<file path="src/rtl/eis_pkg.sv">
package eis_pkg;

  typedef enum logic [2:0] {
    ST_ACTIVE = 3'd0,
    ST_DOWN   = 3'd1,
    ST_IDLE   = 3'd2,
    ST_DEEP   = 3'd3,
    ST_UP     = 3'd4
  } seq_st_t;

  typedef enum logic [1:0] {
    LV_NONE = 2'd0,
    LV_C1   = 2'd1,
    LV_C2   = 2'd2,
    LV_C4   = 2'd3
  } lvl_t;

  // enhanced when hinted or promoted by configuration
  function automatic logic is_enhanced(input logic hint, input logic promote);
    return hint | promote;
  endfunction

  // deep-voltage parking applies to enhanced C4 only
  function automatic logic parks_deep(input logic enh, input lvl_t lv, input logic hard);
    return enh & hard & (lv == LV_C4);
  endfunction

  // state reached once the step-down has been acknowledged
  function automatic seq_st_t rest_state(input logic deep);
    return deep ? ST_DEEP : ST_IDLE;
  endfunction

  // clocks are off in idle-type states at any level deeper than C1
  function automatic logic clocks_off(input seq_st_t s, input lvl_t lv);
    return ((s == ST_IDLE) || (s == ST_DEEP)) && (lv != LV_C1) && (lv != LV_NONE);
  endfunction

  function automatic logic releases_run(input seq_st_t s);
    return (s == ST_ACTIVE) || (s == ST_UP);
  endfunction

endpackage

</file>
<file path="src/rtl/eis_req_dec.sv">
module eis_req_dec
  import eis_pkg::*;
(
  input  logic       req_valid,
  input  logic [1:0] req_lvl,
  input  logic       req_hint,
  input  logic       cfg_promote,
  input  logic       cfg_hard_deep,
  output logic       acc_valid,
  output lvl_t       acc_lvl,
  output logic       acc_enh,
  output logic       acc_deep
);

  always_comb begin
    acc_lvl   = lvl_t'(req_lvl);
    acc_valid = req_valid && (acc_lvl != LV_NONE);
    acc_enh   = is_enhanced(req_hint, cfg_promote);
    acc_deep  = parks_deep(acc_enh, acc_lvl, cfg_hard_deep);
  end

endmodule

</file>
<file path="src/rtl/eis_oplink.sv">
module eis_oplink #(
  parameter int unsigned     OPW    = 3,
  parameter logic [OPW-1:0]  RST_OP = '1
) (
  input  logic           clk,
  input  logic           rst_n,
  input  logic           issue,
  input  logic [OPW-1:0] issue_tgt,
  input  logic           vr_ack,
  output logic           vr_req,
  output logic [OPW-1:0] vr_target,
  output logic [OPW-1:0] cur_op,
  output logic           ready,
  output logic           done
);

  localparam logic [OPW-1:0] OP_LOW = '0;

  logic           req_q;
  logic [OPW-1:0] tgt_q;
  logic [OPW-1:0] cur_q;

  assign ready     = !req_q;
  assign done      = req_q && vr_ack;
  assign vr_req    = req_q;
  assign vr_target = tgt_q;
  assign cur_op    = cur_q;

  always_ff @(posedge clk) begin
    if (!rst_n) begin
      req_q <= 1'b0;
      tgt_q <= OP_LOW;
      cur_q <= RST_OP;
    end else if (done) begin
      req_q <= 1'b0;
      cur_q <= tgt_q;
    end else if (issue && ready) begin
      req_q <= 1'b1;
      tgt_q <= issue_tgt;
    end
  end

  AST_REQ_HOLD: assert property (@(posedge clk) disable iff (!rst_n)
    (req_q && !vr_ack) |=> (req_q && $stable(tgt_q)));
  AST_ACK_GAP: assert property (@(posedge clk) disable iff (!rst_n)
    done |=> !req_q);
  AST_ISSUE_WHEN_FREE: assert property (@(posedge clk) disable iff (!rst_n)
    issue |-> ready);

endmodule

</file>
<file path="src/rtl/eis_fsm.sv">
module eis_fsm
  import eis_pkg::*;
#(
  parameter int unsigned OPW = 3
) (
  input  logic           clk,
  input  logic           rst_n,
  input  logic           acc_valid,
  input  lvl_t           acc_lvl,
  input  logic           acc_enh,
  input  logic           acc_deep,
  input  logic           brk,
  input  logic [OPW-1:0] sw_op,
  input  logic [OPW-1:0] cur_op,
  input  logic           link_ready,
  input  logic           link_done,
  output seq_st_t        state,
  output lvl_t           lvl,
  output logic           issue,
  output logic [OPW-1:0] issue_tgt
);

  localparam logic [OPW-1:0] OP_LOW = '0;

  seq_st_t        st_q;
  lvl_t           lvl_q;
  logic           enh_q;
  logic           deep_q;
  logic           sent_q;
  logic           brk_pend_q;
  logic [OPW-1:0] saved_q;
  logic [OPW-1:0] up_tgt_q;

  // named internal events
  logic take_req;
  logic down_done;
  logic up_done;
  logic abandon;

  assign take_req  = acc_valid && releases_run(st_q);
  assign down_done = (st_q == ST_DOWN) && sent_q && link_done;
  assign up_done   = (st_q == ST_UP) && sent_q && link_done;
  assign abandon   = down_done && (brk_pend_q || brk);

  always_comb begin
    issue     = 1'b0;
    issue_tgt = OP_LOW;
    unique case (st_q)
      ST_ACTIVE: begin
        if (!take_req && link_ready && (sw_op != cur_op)) begin
          issue     = 1'b1;
          issue_tgt = sw_op;
        end
      end
      ST_DOWN: begin
        if (!sent_q && link_ready) begin
          issue     = 1'b1;
          issue_tgt = OP_LOW;
        end
      end
      ST_UP: begin
        if (!take_req && !sent_q && link_ready) begin
          issue     = 1'b1;
          issue_tgt = up_tgt_q;
        end
      end
      default: begin
        issue     = 1'b0;
        issue_tgt = OP_LOW;
      end
    endcase
  end

  always_ff @(posedge clk) begin
    if (!rst_n) begin
      st_q       <= ST_ACTIVE;
      lvl_q      <= LV_NONE;
      enh_q      <= 1'b0;
      deep_q     <= 1'b0;
      sent_q     <= 1'b0;
      brk_pend_q <= 1'b0;
      saved_q    <= OP_LOW;
      up_tgt_q   <= OP_LOW;
    end else if (take_req) begin
      lvl_q      <= acc_lvl;
      enh_q      <= acc_enh;
      deep_q     <= acc_deep;
      sent_q     <= 1'b0;
      brk_pend_q <= 1'b0;
      if (acc_enh) begin
        saved_q <= sw_op;
        st_q    <= ST_DOWN;
      end else begin
        st_q    <= ST_IDLE;
      end
    end else begin
      unique case (st_q)
        ST_ACTIVE: begin
          sent_q <= 1'b0;
        end
        ST_DOWN: begin
          if (issue) sent_q <= 1'b1;
          if (brk) brk_pend_q <= 1'b1;
          if (down_done) begin
            sent_q     <= 1'b0;
            brk_pend_q <= 1'b0;
            if (abandon) begin
              up_tgt_q <= saved_q;
              st_q     <= ST_UP;
            end else begin
              st_q <= rest_state(deep_q);
            end
          end
        end
        ST_IDLE: begin
          if (brk) begin
            sent_q <= 1'b0;
            if (enh_q) begin
              up_tgt_q <= saved_q;
              st_q     <= ST_UP;
            end else begin
              st_q <= ST_ACTIVE;
            end
          end
        end
        ST_DEEP: begin
          if (brk) begin
            sent_q   <= 1'b0;
            up_tgt_q <= OP_LOW;
            st_q     <= ST_UP;
          end
        end
        ST_UP: begin
          if (issue) sent_q <= 1'b1;
          if (up_done) begin
            sent_q <= 1'b0;
            st_q   <= ST_ACTIVE;
          end
        end
        default: st_q <= ST_ACTIVE;
      endcase
    end
  end

  assign state = st_q;
  assign lvl   = lvl_q;

  AST_IDLE_NEEDS_ACK: assert property (@(posedge clk) disable iff (!rst_n)
    ($past(st_q) == ST_DOWN && st_q != ST_DOWN && !$past(take_req)) |-> $past(link_done));
  AST_DEEP_AT_LOW: assert property (@(posedge clk) disable iff (!rst_n)
    (st_q == ST_DEEP) |-> (cur_op == OP_LOW));
  AST_ENH_WAKE: assert property (@(posedge clk) disable iff (!rst_n)
    (st_q == ST_IDLE && brk && enh_q) |=> (st_q == ST_UP));
  AST_PLAIN_ENTRY: assert property (@(posedge clk) disable iff (!rst_n)
    (take_req && !acc_enh) |=> (st_q == ST_IDLE));
  AST_BRK_NO_IDLE: assert property (@(posedge clk) disable iff (!rst_n)
    abandon |=> (st_q == ST_UP));

endmodule

</file>
<file path="src/rtl/idle_seq.sv">
module idle_seq
  import eis_pkg::*;
#(
  parameter int unsigned    OPW    = 3,
  parameter logic [OPW-1:0] RST_OP = '1
) (
  input  logic           clk,
  input  logic           rst_n,
  input  logic           req_valid,
  input  logic [1:0]     req_lvl,
  input  logic           req_hint,
  input  logic           cfg_promote,
  input  logic           cfg_hard_deep,
  input  logic           brk_evt,
  input  logic [OPW-1:0] sw_op,
  output logic           vr_req,
  output logic [OPW-1:0] vr_target,
  input  logic           vr_ack,
  output logic           vr_deep,
  output logic           run_o,
  output logic           clk_gated,
  output logic [1:0]     lvl_o,
  output logic [2:0]     state_o,
  output logic [OPW-1:0] cur_op_o
);

  logic           acc_valid;
  lvl_t           acc_lvl;
  logic           acc_enh;
  logic           acc_deep;
  logic           issue;
  logic [OPW-1:0] issue_tgt;
  logic [OPW-1:0] cur_op;
  logic           link_ready;
  logic           link_done;
  seq_st_t        st;
  lvl_t           lvl;

  eis_req_dec u_dec (
    .req_valid     (req_valid),
    .req_lvl       (req_lvl),
    .req_hint      (req_hint),
    .cfg_promote   (cfg_promote),
    .cfg_hard_deep (cfg_hard_deep),
    .acc_valid     (acc_valid),
    .acc_lvl       (acc_lvl),
    .acc_enh       (acc_enh),
    .acc_deep      (acc_deep)
  );

  eis_oplink #(.OPW(OPW), .RST_OP(RST_OP)) u_link (
    .clk       (clk),
    .rst_n     (rst_n),
    .issue     (issue),
    .issue_tgt (issue_tgt),
    .vr_ack    (vr_ack),
    .vr_req    (vr_req),
    .vr_target (vr_target),
    .cur_op    (cur_op),
    .ready     (link_ready),
    .done      (link_done)
  );

  eis_fsm #(.OPW(OPW)) u_fsm (
    .clk        (clk),
    .rst_n      (rst_n),
    .acc_valid  (acc_valid),
    .acc_lvl    (acc_lvl),
    .acc_enh    (acc_enh),
    .acc_deep   (acc_deep),
    .brk        (brk_evt),
    .sw_op      (sw_op),
    .cur_op     (cur_op),
    .link_ready (link_ready),
    .link_done  (link_done),
    .state      (st),
    .lvl        (lvl),
    .issue      (issue),
    .issue_tgt  (issue_tgt)
  );

  assign clk_gated = clocks_off(st, lvl);
  assign vr_deep   = (st == ST_DEEP);
  assign run_o     = releases_run(st);
  assign lvl_o     = lvl;
  assign state_o   = st;
  assign cur_op_o  = cur_op;

  AST_NO_ISSUE_GATED: assert property (@(posedge clk) disable iff (!rst_n)
    $rose(vr_req) |-> !$past(clk_gated));
  AST_RUN_NOT_GATED: assert property (@(posedge clk) disable iff (!rst_n)
    run_o |-> !clk_gated);
  AST_ACTIVE_BRK_QUIET: assert property (@(posedge clk) disable iff (!rst_n)
    (st == ST_ACTIVE && brk_evt && !acc_valid) |=> (st == ST_ACTIVE));

endmodule

</file>
<file path="config.mk">
export PLATFORM = sky130hd
export DESIGN_NAME = idle_seq
export DESIGN_NICKNAME = d
export VERILOG_FILES = /design/src/rtl/eis_pkg.sv /design/src/rtl/eis_req_dec.sv /design/src/rtl/eis_oplink.sv /design/src/rtl/eis_fsm.sv /design/src/rtl/idle_seq.sv
export SDC_FILE = /design/constraint.sdc
export NUM_CORES = 1
export LEC_CHECK = 0
export BUFFER_PORTS_ARGS = -buffer_cell sky130_fd_sc_hd__clkbuf_2
export CAP_MARGIN = 20
export CORE_MARGIN = 10
export CORE_UTILIZATION = 50
export CTS_CLUSTER_DIAMETER = 80
export DETAILED_ROUTE_END_ITERATION = 12
export GPL_TIMING_DRIVEN = 0
export PLACE_DENSITY = 0.72
export SETUP_SLACK_MARGIN = 0.05
export SYNTH_ARGS = -nofsm -noshare
export SYNTH_HDL_FRONTEND = slang
export SYNTH_HIERARCHICAL = 1
export SYNTH_SLANG_ARGS = --single-unit
</file>
<file path="constraint.sdc">
create_clock -name clk -period 2.2 [get_ports clk]
set_input_delay 0.44 -clock clk [delete_from_list [all_inputs] [get_ports clk]]
set_output_delay 0.44 -clock clk [all_outputs]
set_load 0.01 [all_outputs]
</file>
Word-level counts from Yosys, hierarchy flattened. Cells that the tools add are included.

Multiplexer cells: 30. Reductions and logical operators: 37. Equal/unequal tests: 18. Bitwise operators: 6.

Operators with widths (count): two-way mux 3 bit (14); logical AND 1 bit (16); case mux 3 bit (5 select lines) (1); != test 2 x 1 -> 1 bit (second input constant) (6); two-way mux 1 bit (10); case mux 3 bit (3 select lines) (1); AND reduction 2 bit (4); AND reduction 7 bit (1); == test 3 x 2 -> 1 bit (second input constant) (2); != test 3 x 1 -> 1 bit (second input constant) (2); != test 3 x 2 -> 1 bit (second input constant) (2); case mux 3 bit (2 select lines) (1); nonzero test 2 bit (3); OR reduction 2 bit (3); AND reduction 5 bit (1); != test 2 bit (second input constant) (2); case mux 1 bit (4 select lines) (1); nonzero test 4 bit (1); == test 3 x 1 -> 1 bit (second input constant) (1); == test 3 bit (second input constant) (1); logical NOT 1 bit (3); logical NOT 3 bit (1); logical OR 1 bit (3); != test 3 bit (1); 7 further kinds (10).

Bits of input ports: 13. Output and inout port bits: 15. Logic and storage cells: 102. Register bits: 22.

Logic depth before layout (Yosys ltp).
Depth after elaboration: 11. Gate-level depth with buffers: 7. Depth with buffers taken out: 7.

Hierarchy. Netlist, hierarchy kept.

Modules (own cells, without submodules): eis_fsm (cells each 96, area each 849.6 µm², times used 1, sequential area each 300.3 µm²); eis_oplink (cells each 32, area each 276.5 µm², times used 1, sequential area each 140.1 µm²); eis_req_dec (cells each 5, area each 40.0 µm², times used 1, sequential area each 0.0 µm²); idle_seq (cells each 3, area each 21.3 µm², times used 1, sequential area each 0.0 µm²).

Least setup slack after synthesis. Ideal clock, no wire load.

Path kind: input-to-reg. Start point: input port req_lvl[1]. End point: register u_link.tgt_q[0] (netlist: u_link/vr_target[0]). Cell stages on the path: 7. Data required time: 2128 ps. Library setup time: 72 ps. Arrival time: 1808 ps. Path slack: 320 ps. Buffers on the path: 0. Cells stage by stage: o21a_1 > nor3_2 > nand3b_1 > a31oi_1 > a211o_1 > nor2b_1 > mux2i_1.

Longest elaborated chain between the ends: 10. Elaborated cells on any way between the ends: 16. Classes of those cells: 6 x mux; 10 x reduce/logical.

RTL lines: start, declared (line idle_seq.sv:10) `input logic [1:0] req_lvl,`; nonzero test 2 bit (*) (line eis_req_dec.sv:17) `acc_valid = req_valid && (acc_lvl != LV_NONE);`; logical AND 1 bit (*) (line eis_req_dec.sv:17); logical AND 1 bit (*) (line eis_fsm.sv:40) `assign take_req = acc_valid && releases_run(st_q);`; logical NOT 1 bit (*) (line eis_fsm.sv:50, eis_fsm.sv:62); logical AND 1 bit (on tied branches) (2 in series) (line eis_fsm.sv:62, eis_fsm.sv:50); two-way mux 1 bit (on tied branches) (line eis_fsm.sv:62, eis_fsm.sv:50); case mux 1 bit (3 select lines) (*) (line eis_fsm.sv:48) `unique case (st_q)`; net issue (line idle_seq.sv:31) `logic issue;`; logical AND 1 bit (*) (line eis_oplink.sv:37) `end else if (issue && ready) begin`; AND reduction 2 bit (no line) (*); end signal, assigned (line eis_oplink.sv:39) `tgt_q <= issue_tgt;`; end, declared (line eis_oplink.sv:20) `logic [OPW-1:0] tgt_q;`.

Mark *: on every way through the listed nets, which the timed path passes. The rest lies on a longest branch. A chain may end at the register's enable or synchronous reset.

Final worst setup path.
Start point: register u_fsm.st_q[0] (netlist: u_fsm/state[0]). End point: register u_link.tgt_q[1] (netlist: u_link/vr_target[1]).

Longest elaborated chain between the ends: 10. Elaborated cells on any way between the ends: 18. Classes of those cells: 2 x eq/ne; 6 x mux; 10 x reduce/logical.

RTL lines: start, declared (line eis_fsm.sv:25) `seq_st_t st_q;`; start signal, assigned (line eis_fsm.sv:111) `st_q <= rest_state(deep_q);`; == test 3 bit / logical NOT 3 bit (equally long branches) (line eis_pkg.sv:39, eis_fsm.sv:48); logical OR 1 bit (line eis_pkg.sv:39) `return (s == ST_ACTIVE) || (s == ST_UP);`; logical AND 1 bit (line eis_fsm.sv:40); logical NOT 1 bit (line eis_fsm.sv:50, eis_fsm.sv:62); logical AND 1 bit (on tied branches) (2 in series) (line eis_fsm.sv:62, eis_fsm.sv:50); two-way mux 1 bit (on tied branches) (line eis_fsm.sv:62, eis_fsm.sv:50); case mux 1 bit (3 select lines) (*) (line eis_fsm.sv:48); net issue (line idle_seq.sv:31); logical AND 1 bit (*) (line eis_oplink.sv:37); AND reduction 2 bit (no line) (*).

Marked as above.

==> impl_metrics.tcl <==
set metrics [dict create \
    status "completed" \
    wirelength_um 2750 \
    wl_per_cell_um 14.1 \
    maxSlewViolCount 0 \
    num-nets-final 181 \
    io_pins 28 \
    avgSynthCellArea_um2 8.73 \
    antenna_left 0 \
    start_util_pct 53.2 \
    setup_ws_ps 215 \
    clock.fmax_mhz 504 \
    antenna_found_initial 0 \
    core_um2 2230 \
    worst-path-buf-inv 1 \
    finalSetupViolations 0 \
    gp_congestion 0.859 \
    cts_tree "built" \
    setup-tns-final_ps 0 \
    syn_nets 149 \
    yosysUniqueCellTypes 42 \
    crit_required_ps 2440 \
    drive_gt1_share_pct 25.7 \
    dp_hpwl_um 2190 \
    ys_seq_area_share_pct 37.1 \
    fin_crit_ps 1980 \
    leakage_nw 0.627 \
    synth_edf_count 0 \
    cts_buffer_depth 2 \
    cpPeakStageDelay_ps 360 \
    die_area_um2 4720 \
    critical_path_class "register to register" \
    slowest_stage "dfxtp_1" \
    hold_class "input port to register" \
    cts_buffers 3 \
    dieHeight_um 68.7 \
    synth-main-ff-cell "dfxtp_1" \
    n_fill_cell 195 \
    std_cell_rows 17 \
    critPathMaxFanout 10 \
    tightest_slew_ps 628 \
    num_vias 1066 \
    syn_area_um2 1190 \
    maxSlewHeadroom_pct 58.0 \
    finalHoldViolCount 0 \
    holdWs_ps 420 \
    grt_pass1_wl_um 4660 \
    drc 0 \
    cp-start-kind "register" \
    track_usage_pct 12.9 \
    ys_warn_count 6 \
    io_buffers 27 \
    vias_per_cell 5.47 \
    first_pass_iters 4 \
    cts_root_buf "clkbuf_4" \
    overflow 0 \
    clock_latency_ps 310 \
    async_flop_share_pct 0 \
    worstPathArrival_ps 2230 \
    fin_util_pct 62.7 \
    grt_pass1_vias 1028 \
    syn_inst 136 \
    p_per_area_nw_per_um2 592 \
    vdd_drop_max_mv 0.343 \
    post-route-period-util_pct 90.2 \
    num_antenna_cells 0 \
    grt_max_degree 13 \
    clkTransAtPathRegs_ps 120 \
    cp_top_family "simple AND/OR/NAND/NOR gates" \
    synth.ff_latch_count 22 \
    htree_levels 1 \
    synthToLayoutAreaGrowth_pct 17.9 \
    worstPathCellList "buf_6 -> nor3_2 -> nand3b_1 -> a31oi_2 -> a211o_1 -> nor2b_1 -> mux2i_1" \
    die_x_um 68.7 \
    clock-sinks 22 \
    drt_iter0_drc 98 \
    maxCapViolations 0 \
    finClkSkew_ps 2.46 \
    rsz0062_at_grt "no" \
    end_kind "register" \
    dp_slack_ps -103 \
]
==> worst paths after layout <==
check / from / endpoint / slack (ps) / depth (start not counted)
worst min register to register: u_fsm/saved_q[0] / u_fsm/up_tgt_q[0] / 460 / 2
worst min-delay path: sw_op[0] / u_fsm/saved_q[0] / 420 / 3
worst max-delay path: u_fsm/state[0] / u_link/vr_target[1] / 220 / 7
worst max register to register: u_fsm/state[0] / u_link/vr_target[1] / 220 / 7
==> registers in the layout, summed over array words and instances (netlist names), 2 cells and up <==
register / flops
u_fsm/state: 3
u_fsm/lvl: 2
u_fsm/up_tgt_q: 3
u_fsm/saved_q: 3
u_link/vr_target: 3
u_link/cur_op: 3
==> worst register-to-register path, cell delays in order (launching register included) <==
cell and delay [ps]:
dfxtp_1 360, buf_6 150, nor3_2 280, nand3b_1 140, a31oi_2 270, a211o_1 170, nor2b_1 300, mux2i_1 250
==> metrics by stage <==
stage | instance area (um2) | instances | total power [mW]
final | 1400 | 195 | 0.829
after floorplan | 1190 | 136 | 0.553
after global routing | 1400 | 195 | 0.880
after CTS | 1390 | 195 | 0.837
after global placement | 1360 | 191 | 0.606
after detailed placement | 1360 | 191 | 0.611
==> layer usage <==
metal | wire, um | GRT usage [%] | vias to the layer above | part of all wire, %
li1 | - | - | 544 | -
met1 | 1260 | 15.8 | 489 | 46
met2 | 1290 | 20.3 | 29 | 47
met3 | 161 | 3.54 | 4 | 5.9
met4 | 39 | 6.16 | 0 | 1.4
met5 | 0 | 0 | - | 0
==> cells by family after synthesis <==
group,after synthesis,share of synthesized area [%]
AO/OA/AOI/OAI,35,22.7
XOR/XNOR,3,2.21
flip-flops,22,37.1
buffers and inverters,14,6.74
AND/OR/NAND/NOR,55,25.4
adder cells (fa/ha/maj),1,0.843
multiplexers,6,5.06
==> Yosys cell counts, types with 2 or more instances <==
| library cell | instances | area, um2 |
|---|---|---|
| buf_4 | 2 | 15.0 |
| buf_2 | 2 | 10.0 |
| inv_1 | 5 | 18.8 |
| clkbuf_2 | 2 | 10.0 |
| nor2b_1 | 4 | 25.0 |
| a21boi_0 | 8 | 60.1 |
| nor2_1 | 2 | 7.51 |
| a22o_1 | 3 | 26.3 |
| buf_6 | 2 | 22.5 |
| and3b_1 | 2 | 17.5 |
| nand3_1 | 8 | 40.0 |
| nor3b_4 | 2 | 37.5 |
| a211o_1 | 3 | 26.3 |
| a21oi_1 | 3 | 15.0 |
| mux2i_1 | 6 | 60.1 |
| dfxtp_1 | 22 | 440 |
| and2_1 | 2 | 12.5 |
| xnor2_1 | 3 | 26.3 |
| o211ai_1 | 5 | 37.5 |
| nand2_1 | 28 | 105 |
==> cell usage in the layout, fill, tap and decap left out, drive strengths merged <==
| cell type | Yosys | layout |
|---|---|---|
| o2111a | 1 | 1 |
| a211oi | 1 | 1 |
| nand2 | 28 | 28 |
| o221a | 1 | 1 |
| a21oi | 3 | 3 |
| o211ai | 5 | 5 |
| or4b | 1 | 1 |
| buf | 6 | 6 |
| nor3b | 3 | 3 |
| mux2i | 6 | 6 |
| a31oi | 1 | 1 |
| and3 | 1 | 1 |
| nor3 | 1 | 1 |
| a2111oi | 1 | 1 |
| or2 | 1 | 1 |
| nor2 | 2 | 2 |
| o21a | 1 | 1 |
| clkbuf | 3 | 34 |
| a32oi | 1 | 1 |
| nand3b | 1 | 1 |
| nor2b | 4 | 4 |
| a21o | 1 | 1 |
| dfxtp | 22 | 22 |
| and3b | 2 | 2 |
| a22o | 3 | 3 |
| inv | 5 | 5 |
| xnor2 | 3 | 3 |
| maj3 | 1 | 1 |
| o21ai | 2 | 2 |
| o2bb2ai | 1 | 1 |
| and2 | 2 | 2 |
| a21boi | 9 | 9 |
| o31ai | 1 | 1 |
| or3b | 1 | 1 |
| a211o | 3 | 3 |
| nand3 | 8 | 8 |
==> power breakdown <==
group | leakage [nW] | internal (mW) | switching, mW
registers | 0.179 | 0.419 | 0.0191
logic | 0.427 | 0.0769 | 0.0893
clock network | 0.0210 | 0.101 | 0.123
total | 0.627 | 0.597 | 0.231
==> final cells by class <==
cell class	instances	area (um2)	share of cell area, %
well taps	28	35.0	2.50
inverters	5	18.8	1.34
repair buffers	27	135	9.65
clock buffers	4	36.3	2.59
flip-flops and latches	22	440	31.5
multi-input cells	100	673	48.1
plain buffers	9	61.3	4.38
==> what timing repair did <==
item	4_1_cts	5_1_grt
hold buffers	0	0
gates resized for setup	0	1
setup endpoints to repair	0	3
setup buffers	0	0
hold endpoints to repair	0	0
Note: power is estimated with default switching activity, not from simulation.
